`config.mk`:
```
export PLATFORM = sky130hd
export DESIGN_NAME = instr_align_queue
export DESIGN_NICKNAME = d
export VERILOG_FILES = /design/src/rtl/ialign_pkg.sv /design/src/rtl/ialign_len_decode.sv /design/src/rtl/ialign_parcel_store.sv /design/src/rtl/ialign_issue_fsm.sv /design/src/rtl/instr_align_queue.sv
export SDC_FILE = /design/constraint.sdc
export NUM_CORES = 1
export LEC_CHECK = 0
export BUFFER_PORTS_ARGS = -buffer_cell sky130_fd_sc_hd__buf_2
export CORE_MARGIN = 5
export CORE_UTILIZATION = 50
export CTS_CLUSTER_SIZE = 16
export DETAILED_ROUTE_END_ITERATION = 8
export PLACE_DENSITY_LB_ADDON = 0.1
export SLEW_MARGIN = 20
export SYNTH_ARGS = -nofsm -noshare
export SYNTH_HDL_FRONTEND = slang
export SYNTH_SLANG_ARGS = --single-unit
```
`constraint.sdc`:
```
create_clock -name clk -period 2.5 [get_ports clk]
set_input_delay 0.75 -clock clk [delete_from_list [all_inputs] [get_ports clk]]
set_output_delay 0.75 -clock clk [all_outputs]
set_load 0.01 [all_outputs]
```
`src/rtl/ialign_pkg.sv`:
```
package ialign_pkg;
    localparam int PARCEL_W = 16;
    localparam int WORD_W   = 2 * PARCEL_W;
    localparam int INSTR_W  = 3 * PARCEL_W;

    typedef logic [PARCEL_W-1:0] parcel_t;

    typedef enum logic [1:0] {
        HEAD_EMPTY      = 2'd0,
        HEAD_SHORT      = 2'd1,
        HEAD_LONG_WAIT  = 2'd2,
        HEAD_LONG_READY = 2'd3
    } head_state_e;
endpackage

```
`src/rtl/ialign_len_decode.sv`:
```
module ialign_len_decode
    import ialign_pkg::*;
(
    input  parcel_t parcel_i,
    output logic    is_long_o
);
    // Opcode class 2'b00 in the top two bits marks a 48-bit instruction.
    always_comb begin
        is_long_o = (parcel_i[PARCEL_W-1 -: 2] == 2'b00);
    end
endmodule

```
`src/rtl/ialign_parcel_store.sv`:
```
module ialign_parcel_store
    import ialign_pkg::*;
#(
    parameter  int SLOTS = 4,
    localparam int PTR_W = $clog2(SLOTS),
    localparam int CNT_W = PTR_W + 1
) (
    input  logic               clk,
    input  logic               rst_n,
    input  logic               flush_i,
    input  logic               push_i,
    input  logic [WORD_W-1:0]  push_word_i,
    input  logic [CNT_W-1:0]   pop_n_i,
    output logic [CNT_W-1:0]   count_o,
    output logic [INSTR_W-1:0] window_o,
    output logic [CNT_W-1:0]   nxt_count_o,
    output parcel_t            nxt_head_o
);
    parcel_t            slots_q [SLOTS];
    logic [PTR_W-1:0]   rd_ptr_q;
    logic [CNT_W-1:0]   count_q;
    logic [PTR_W-1:0]   wr_idx_a;
    logic [PTR_W-1:0]   wr_idx_b;
    logic [PTR_W-1:0]   new_head_idx;

    always_comb begin
        wr_idx_a     = rd_ptr_q + PTR_W'(count_q);
        wr_idx_b     = wr_idx_a + PTR_W'(1);
        new_head_idx = rd_ptr_q + PTR_W'(pop_n_i);
    end

    // Three-parcel window starting at the head, head parcel in the top bits.
    always_comb begin
        for (int k = 0; k < 3; k++) begin
            window_o[INSTR_W-1-k*PARCEL_W -: PARCEL_W] = slots_q[rd_ptr_q + PTR_W'(k)];
        end
    end

    // Occupancy and head parcel after this cycle's flush, pop and push.
    always_comb begin
        if (flush_i) begin
            nxt_count_o = '0;
        end else begin
            nxt_count_o = count_q + (push_i ? CNT_W'(2) : CNT_W'(0)) - pop_n_i;
        end
        if (pop_n_i < count_q) begin
            nxt_head_o = slots_q[new_head_idx];
        end else begin
            nxt_head_o = push_word_i[WORD_W-1 -: PARCEL_W];
        end
    end

    always_ff @(posedge clk or negedge rst_n) begin
        if (!rst_n) begin
            rd_ptr_q <= '0;
            count_q  <= '0;
            for (int i = 0; i < SLOTS; i++) begin
                slots_q[i] <= '0;
            end
        end else if (flush_i) begin
            rd_ptr_q <= '0;
            count_q  <= '0;
        end else begin
            if (push_i) begin
                slots_q[wr_idx_a] <= push_word_i[WORD_W-1 -: PARCEL_W];
                slots_q[wr_idx_b] <= push_word_i[PARCEL_W-1:0];
            end
            rd_ptr_q <= new_head_idx;
            count_q  <= nxt_count_o;
        end
    end

    assign count_o = count_q;

    p_no_overflow_r6: assert property (@(posedge clk) disable iff (!rst_n)
        count_q <= CNT_W'(SLOTS));

    p_push_has_room_r6: assert property (@(posedge clk) disable iff (!rst_n)
        push_i |-> (count_q <= CNT_W'(SLOTS - 2)));

    p_pop_bounded_r10: assert property (@(posedge clk) disable iff (!rst_n)
        pop_n_i <= count_q);

    p_flush_clears_r9: assert property (@(posedge clk) disable iff (!rst_n)
        flush_i |=> (count_q == '0));
endmodule

```
`src/rtl/ialign_issue_fsm.sv`:
```
module ialign_issue_fsm
    import ialign_pkg::*;
#(
    parameter  int SLOTS = 4,
    localparam int CNT_W = $clog2(SLOTS) + 1
) (
    input  logic               clk,
    input  logic               rst_n,
    input  logic               ready_i,
    input  logic [INSTR_W-1:0] window_i,
    input  logic [CNT_W-1:0]   nxt_count_i,
    input  logic               nxt_long_i,
    output logic               valid_o,
    output logic               long_o,
    output logic [INSTR_W-1:0] instr_o,
    output logic [CNT_W-1:0]   pop_n_o,
    output head_state_e        state_o
);
    head_state_e state_q;
    head_state_e state_d;

    // Next-state selection from the post-update buffer view.
    always_comb begin
        if (nxt_count_i == '0) begin
            state_d = HEAD_EMPTY;
        end else if (!nxt_long_i) begin
            state_d = HEAD_SHORT;
        end else if (nxt_count_i >= CNT_W'(3)) begin
            state_d = HEAD_LONG_READY;
        end else begin
            state_d = HEAD_LONG_WAIT;
        end
    end

    always_ff @(posedge clk or negedge rst_n) begin
        if (!rst_n) begin
            state_q <= HEAD_EMPTY;
        end else begin
            state_q <= state_d;
        end
    end

    // Output decode per state.
    always_comb begin
        valid_o = 1'b0;
        long_o  = 1'b0;
        instr_o = '0;
        pop_n_o = '0;
        unique case (state_q)
            HEAD_EMPTY: begin
            end
            HEAD_SHORT: begin
                valid_o = 1'b1;
                instr_o = {window_i[INSTR_W-1 -: PARCEL_W], {(INSTR_W-PARCEL_W){1'b0}}};
                pop_n_o = ready_i ? CNT_W'(1) : CNT_W'(0);
            end
            HEAD_LONG_WAIT: begin
            end
            HEAD_LONG_READY: begin
                valid_o = 1'b1;
                long_o  = 1'b1;
                instr_o = window_i;
                pop_n_o = ready_i ? CNT_W'(3) : CNT_W'(0);
            end
            default: begin
            end
        endcase
    end

    assign state_o = state_q;

    p_bubble_r4: assert property (@(posedge clk) disable iff (!rst_n)
        (state_q == HEAD_LONG_WAIT) |-> !valid_o);

    p_long_flag_r3: assert property (@(posedge clk) disable iff (!rst_n)
        long_o |-> valid_o);
endmodule

```
`src/rtl/instr_align_queue.sv`:
```
module instr_align_queue
    import ialign_pkg::*;
#(
    parameter  int SLOTS = 4,
    localparam int CNT_W = $clog2(SLOTS) + 1
) (
    input  logic                clk,
    input  logic                rst_n,
    input  logic                flush_i,
    input  logic                fetch_wr_i,
    input  logic [WORD_W-1:0]   fetch_word_i,
    output logic                fetch_full_o,
    input  logic                issue_ready_i,
    output logic                issue_valid_o,
    output logic [INSTR_W-1:0]  issue_instr_o,
    output logic                issue_long_o
);
    logic               push;
    logic [CNT_W-1:0]   count;
    logic [CNT_W-1:0]   nxt_count;
    logic [CNT_W-1:0]   pop_n;
    logic [INSTR_W-1:0] window;
    parcel_t            nxt_head;
    logic               nxt_long;
    head_state_e        state;

    always_comb begin
        fetch_full_o = (count > CNT_W'(SLOTS - 2));
        push         = fetch_wr_i && !fetch_full_o && !flush_i;
    end

    ialign_parcel_store #(.SLOTS(SLOTS)) i_store (
        .clk         (clk),
        .rst_n       (rst_n),
        .flush_i     (flush_i),
        .push_i      (push),
        .push_word_i (fetch_word_i),
        .pop_n_i     (pop_n),
        .count_o     (count),
        .window_o    (window),
        .nxt_count_o (nxt_count),
        .nxt_head_o  (nxt_head)
    );

    ialign_len_decode i_len (
        .parcel_i  (nxt_head),
        .is_long_o (nxt_long)
    );

    ialign_issue_fsm #(.SLOTS(SLOTS)) i_fsm (
        .clk         (clk),
        .rst_n       (rst_n),
        .ready_i     (issue_ready_i),
        .window_i    (window),
        .nxt_count_i (nxt_count),
        .nxt_long_i  (nxt_long),
        .valid_o     (issue_valid_o),
        .long_o      (issue_long_o),
        .instr_o     (issue_instr_o),
        .pop_n_o     (pop_n),
        .state_o     (state)
    );

    p_long_complete_r3: assert property (@(posedge clk) disable iff (!rst_n)
        (issue_valid_o && issue_long_o) |-> (count >= CNT_W'(3)));

    p_flush_quiet_r9: assert property (@(posedge clk) disable iff (!rst_n)
        flush_i |=> (!issue_valid_o && !fetch_full_o));

    p_hold_r10: assert property (@(posedge clk) disable iff (!rst_n)
        (issue_valid_o && !issue_ready_i && !flush_i) |=>
            (issue_valid_o && $stable(issue_instr_o) && $stable(issue_long_o)));

    p_drop_full_write_r7: assert property (@(posedge clk) disable iff (!rst_n)
        (fetch_wr_i && fetch_full_o && !flush_i && !(issue_valid_o && issue_ready_i))
            |=> (count == $past(count)));

    p_empty_state_r1: assert property (@(posedge clk) disable iff (!rst_n)
        (state == HEAD_EMPTY) |-> (count == '0));
endmodule

```
==> qor.txt <==
GLOBAL ROUTE
---------------------------------------------------------------------------------
First-pass GRT wire length                                               24.41 mm
Residual overflow from global routing                                           0
Fraction of met2 tracks used by global routing                             42.02%
Pin count of the biggest net entering global routing                           34
Routing usage on met1                                                      33.12%
Global Route Usage Sum                                                     24.40%
Via count of the first global-routing pass                                   4585
Met3 Usage GRT                                                             2.880%
GR peak layer                                                                met2
Number of antenna violations at the first check in global routing               0

FINAL LAYOUT
---------------------------------------------------------------------------------
Area growth syn-to-layout                                                  27.60%
Final instance area                                                  0.006578 mm²
Final Non-Filler Cells                                                        775
Area used by multi-input combinational logic                         0.003221 mm²
Fraction of final layout cells sized beyond drive strength 1               37.56%
Layout Utilization                                                         64.58%
Antenna cell count                                                              0
Number of nets in the final layout                                            686
Area used by sequential logic in the layout                          0.001779 mm²
Fillers                                                                       852

TIMING
---------------------------------------------------------------------------------
Min setup slack post-route                                              -138.9 ps
Final max-slew violation count                                                  0
RSZ-0062 raised after global routing                                          yes
Slew at the pin with the worst max-slew slack                            552.2 ps
Final setup violation count                                                    46
Fin crit period                                                           2639 ps
Skew final                                                               9.238 ps
Period utilization                                                         105.6%
F_max                                                                   379.0 MHz
Number of endpoints with negative hold slack in the final report                0
Worst slew slack as a fraction of its limit                                63.19%

YOSYS
---------------------------------------------------------------------------------
Area of the mapped netlist                                           0.005155 mm²
Mean post-synth cell area                                               9.856 µm²
Flip-flop and latch count after synthesis                                      71
Sequential-to-total area share from yosys stat                             34.47%
Most used flip-flop cell after synthesis                             sky130_fd_sc_hd__dfrtp_1
Post-synth net total                                                          575
Distinct cells, synth                                                          33
Synth Instances                                                               523
Number of synthesis warnings                                                    0
Fraction of registers with async set or reset after synthesis              100.0%
Number of flops mapped to enable cells by yosys                                 0

CLOCKING
---------------------------------------------------------------------------------
TritonCTS buffer count                                                          9
Source-to-sink clock delay at the later pin of the worst-skew pair         350 ps
Register clock-pin slew on the reported worst setup and hold paths          80 ps
Worst-case clock buffer depth                                                   2
CTS Root Cell                                                        sky130_fd_sc_hd__clkbuf_8
Number of hold buffers added after cts                                          0
TritonCTS clock tree                                                        built
Max H-tree Level                                                                3
Clock sinks                                                                    71

PLACE
---------------------------------------------------------------------------------
Place WS                                                                -33.93 ps
Post-Place Cell Area                                                 0.005912 mm²
Quantity of I/O buffers inserted on ports                                      87
Cell Count Post-Placement                                                     738
DP HPWL                                                                  10.20 mm
RePlAce Congestion                                                         0.8571

DRT
---------------------------------------------------------------------------------
Residual antenna-violating net count after detailed routing                     0
Number of vias per cell                                                     5.997
Aggregate routed wire length                                             15.29 mm
Wirelength per Cell                                                      19.73 µm
Residual DRC count                                                              0
Iter 0 DRT Violations                                                         240
Via total after detailed routing                                             4648
1st-pass router iterations                                                      5

POWER
---------------------------------------------------------------------------------
PD cells                                                              1248 mW/mm²
Overall power consumption                                                8.210 mW
Leakage                                                                  2.836 nW
Worst IR drop on VDD                                                    0.5797 mV

WORST SETUP PATH
---------------------------------------------------------------------------------
CP Launch Type                                                               flop
Worst path arrival time                                                   1890 ps
Capturing element type of the critical path                            output pin
Start-to-end type of the worst setup path                                 reg2out
Maximum fanout count along the critical path                                    6
Worst Path Required                                                       1750 ps

FLOORPLAN
---------------------------------------------------------------------------------
Area of the core                                                      0.01018 mm²
Num rows                                                                       37
Ports                                                                          88
Die outline area                                                      0.01244 mm²
Initial Util                                                               50.61%
Height of the die                                                        111.5 µm
Die X-Extent                                                             111.5 µm

OUTCOME
---------------------------------------------------------------------------------
Outcome                                                              finished with violations
Violations in the final reports                                      setup timing

WORST HOLD PATH
---------------------------------------------------------------------------------
Path category of the worst min-delay check                               in2async

RUN
---------------------------------------------------------------------------------
Count of max-cap constraint violations                                          0

layout make-up:
cell class,instances,area share [%]
multi-input cells,395,48.96
flip-flops and latches,71,27.05
repair buffers,146,17.86
well taps,136,2.587
clock buffers,10,1.940
clock inverters,6,0.9321
inverters,11,0.6658
per-layer routing:
| layer | wire length, µm | share of wire [%] |
|---|---|---|
| met1 | 6361 | 42 |
| met4 | 231 | 1.5 |
| met2 | 7757 | 51 |
| met3 | 938 | 6.1 |
| met5 | 0 | 0 |
cells in the mapped netlist, types with 12 or more instances:
| library cell | number | share of area [%] |
|---|---|---|
| sky130_fd_sc_hd__a31oi_1 | 19 | 2.3 |
| sky130_fd_sc_hd__nor2b_1 | 54 | 6.6 |
| sky130_fd_sc_hd__ha_1 | 14 | 3.4 |
| sky130_fd_sc_hd__buf_2 | 12 | 1.2 |
| sky130_fd_sc_hd__a21oi_1 | 38 | 3.7 |
| sky130_fd_sc_hd__mux4_2 | 46 | 20 |
| sky130_fd_sc_hd__a22oi_1 | 46 | 6.7 |
| sky130_fd_sc_hd__o21ai_0 | 49 | 4.8 |
| sky130_fd_sc_hd__dfrtp_1 | 71 | 34 |
| sky130_fd_sc_hd__nor2_1 | 40 | 2.9 |
| sky130_fd_sc_hd__and2_1 | 18 | 2.2 |
| sky130_fd_sc_hd__nand2_1 | 51 | 3.7 |
| sky130_fd_sc_hd__clkbuf_1 | 27 | 2.0 |
placed cells by master (no fill, tap or decap), types with 8 or more instances in the layout:
master,Yosys,final
sky130_fd_sc_hd__nor2_1,40,40
sky130_fd_sc_hd__inv_1,10,8
sky130_fd_sc_hd__ha_1,14,9
sky130_fd_sc_hd__buf_4,5,39
sky130_fd_sc_hd__clkbuf_8,0,9
sky130_fd_sc_hd__dfrtp_1,71,69
sky130_fd_sc_hd__buf_2,12,73
sky130_fd_sc_hd__a22oi_1,46,46
sky130_fd_sc_hd__o21ai_0,49,48
sky130_fd_sc_hd__a21oi_1,38,38
sky130_fd_sc_hd__buf_6,1,21
sky130_fd_sc_hd__a31oi_1,19,19
sky130_fd_sc_hd__buf_12,0,10
sky130_fd_sc_hd__nor2b_1,54,46
sky130_fd_sc_hd__and2_1,18,8
sky130_fd_sc_hd__mux4_2,46,47
sky130_fd_sc_hd__and2_4,0,9
sky130_fd_sc_hd__nand2_1,51,51
worst max-delay path, stage by stage, from the launching register on:
cell,delay (ps)
sky130_fd_sc_hd__dfrtp_2,410
sky130_fd_sc_hd__buf_12,130
sky130_fd_sc_hd__buf_16,120
sky130_fd_sc_hd__buf_12,120
sky130_fd_sc_hd__mux4_2,470
sky130_fd_sc_hd__nor2b_1,140
sky130_fd_sc_hd__buf_2,140
worst paths after layout:
path                                      from                  end  slack (ps)  cells after the start
hold reg to reg            i_store.slots_q[52]  i_store.slots_q[52]         530                      2
min in group clk           i_store.slots_q[52]  i_store.slots_q[52]         530                      2
setup reg to reg           i_store.rd_ptr_q[0]  i_store.slots_q[48]         160                     10
setup / recovery           i_store.rd_ptr_q[0]     issue_instr_o[8]        -140                      6
hold / removal                           rst_n  i_store.slots_q[16]         380                      1
max in group asynchronous                rst_n  i_store.slots_q[37]        1330                      2
cell families after synthesis:
kind of cell	Yosys count	synth area share (%)
xor+xnor	6	1.311
simple gates	170	16.19
flops	71	34.47
mux	49	21.31
compound gates	155	17.96
fa+ha+maj	15	3.786
buf+inv	57	4.976
where the power goes:
group	internal [mW]	switching [mW]	total [mW]
Combinational	2.68	2.38	5.06
Sequential	1.67	0.573	2.24
Clock	0.458	0.449	0.907
metrics by stage:
step | hold WS, ps | setup TNS (ps)
floorplan | 454.4 | -56.02
global placement | 500.9 | 0
detailed placement | 517.7 | -33.93
CTS | 375.2 | -4562
global route | 422.5 | -6351
finish | 380.1 | -3827
timing repair:
action,4_1_cts,5_1_grt
setup buffers,15,4
gates resized for setup,22,41
gates cloned,3,1
setup endpoints to repair,47,90
pin swaps,6,5
state kept, by name, indices dropped and copies added (netlist names):
register,count
i_store.count_o,3
i_store.rd_ptr_q,2
i_store.slots_q,64
i_fsm.state_o,2
(Power assumes the default switching activity.)
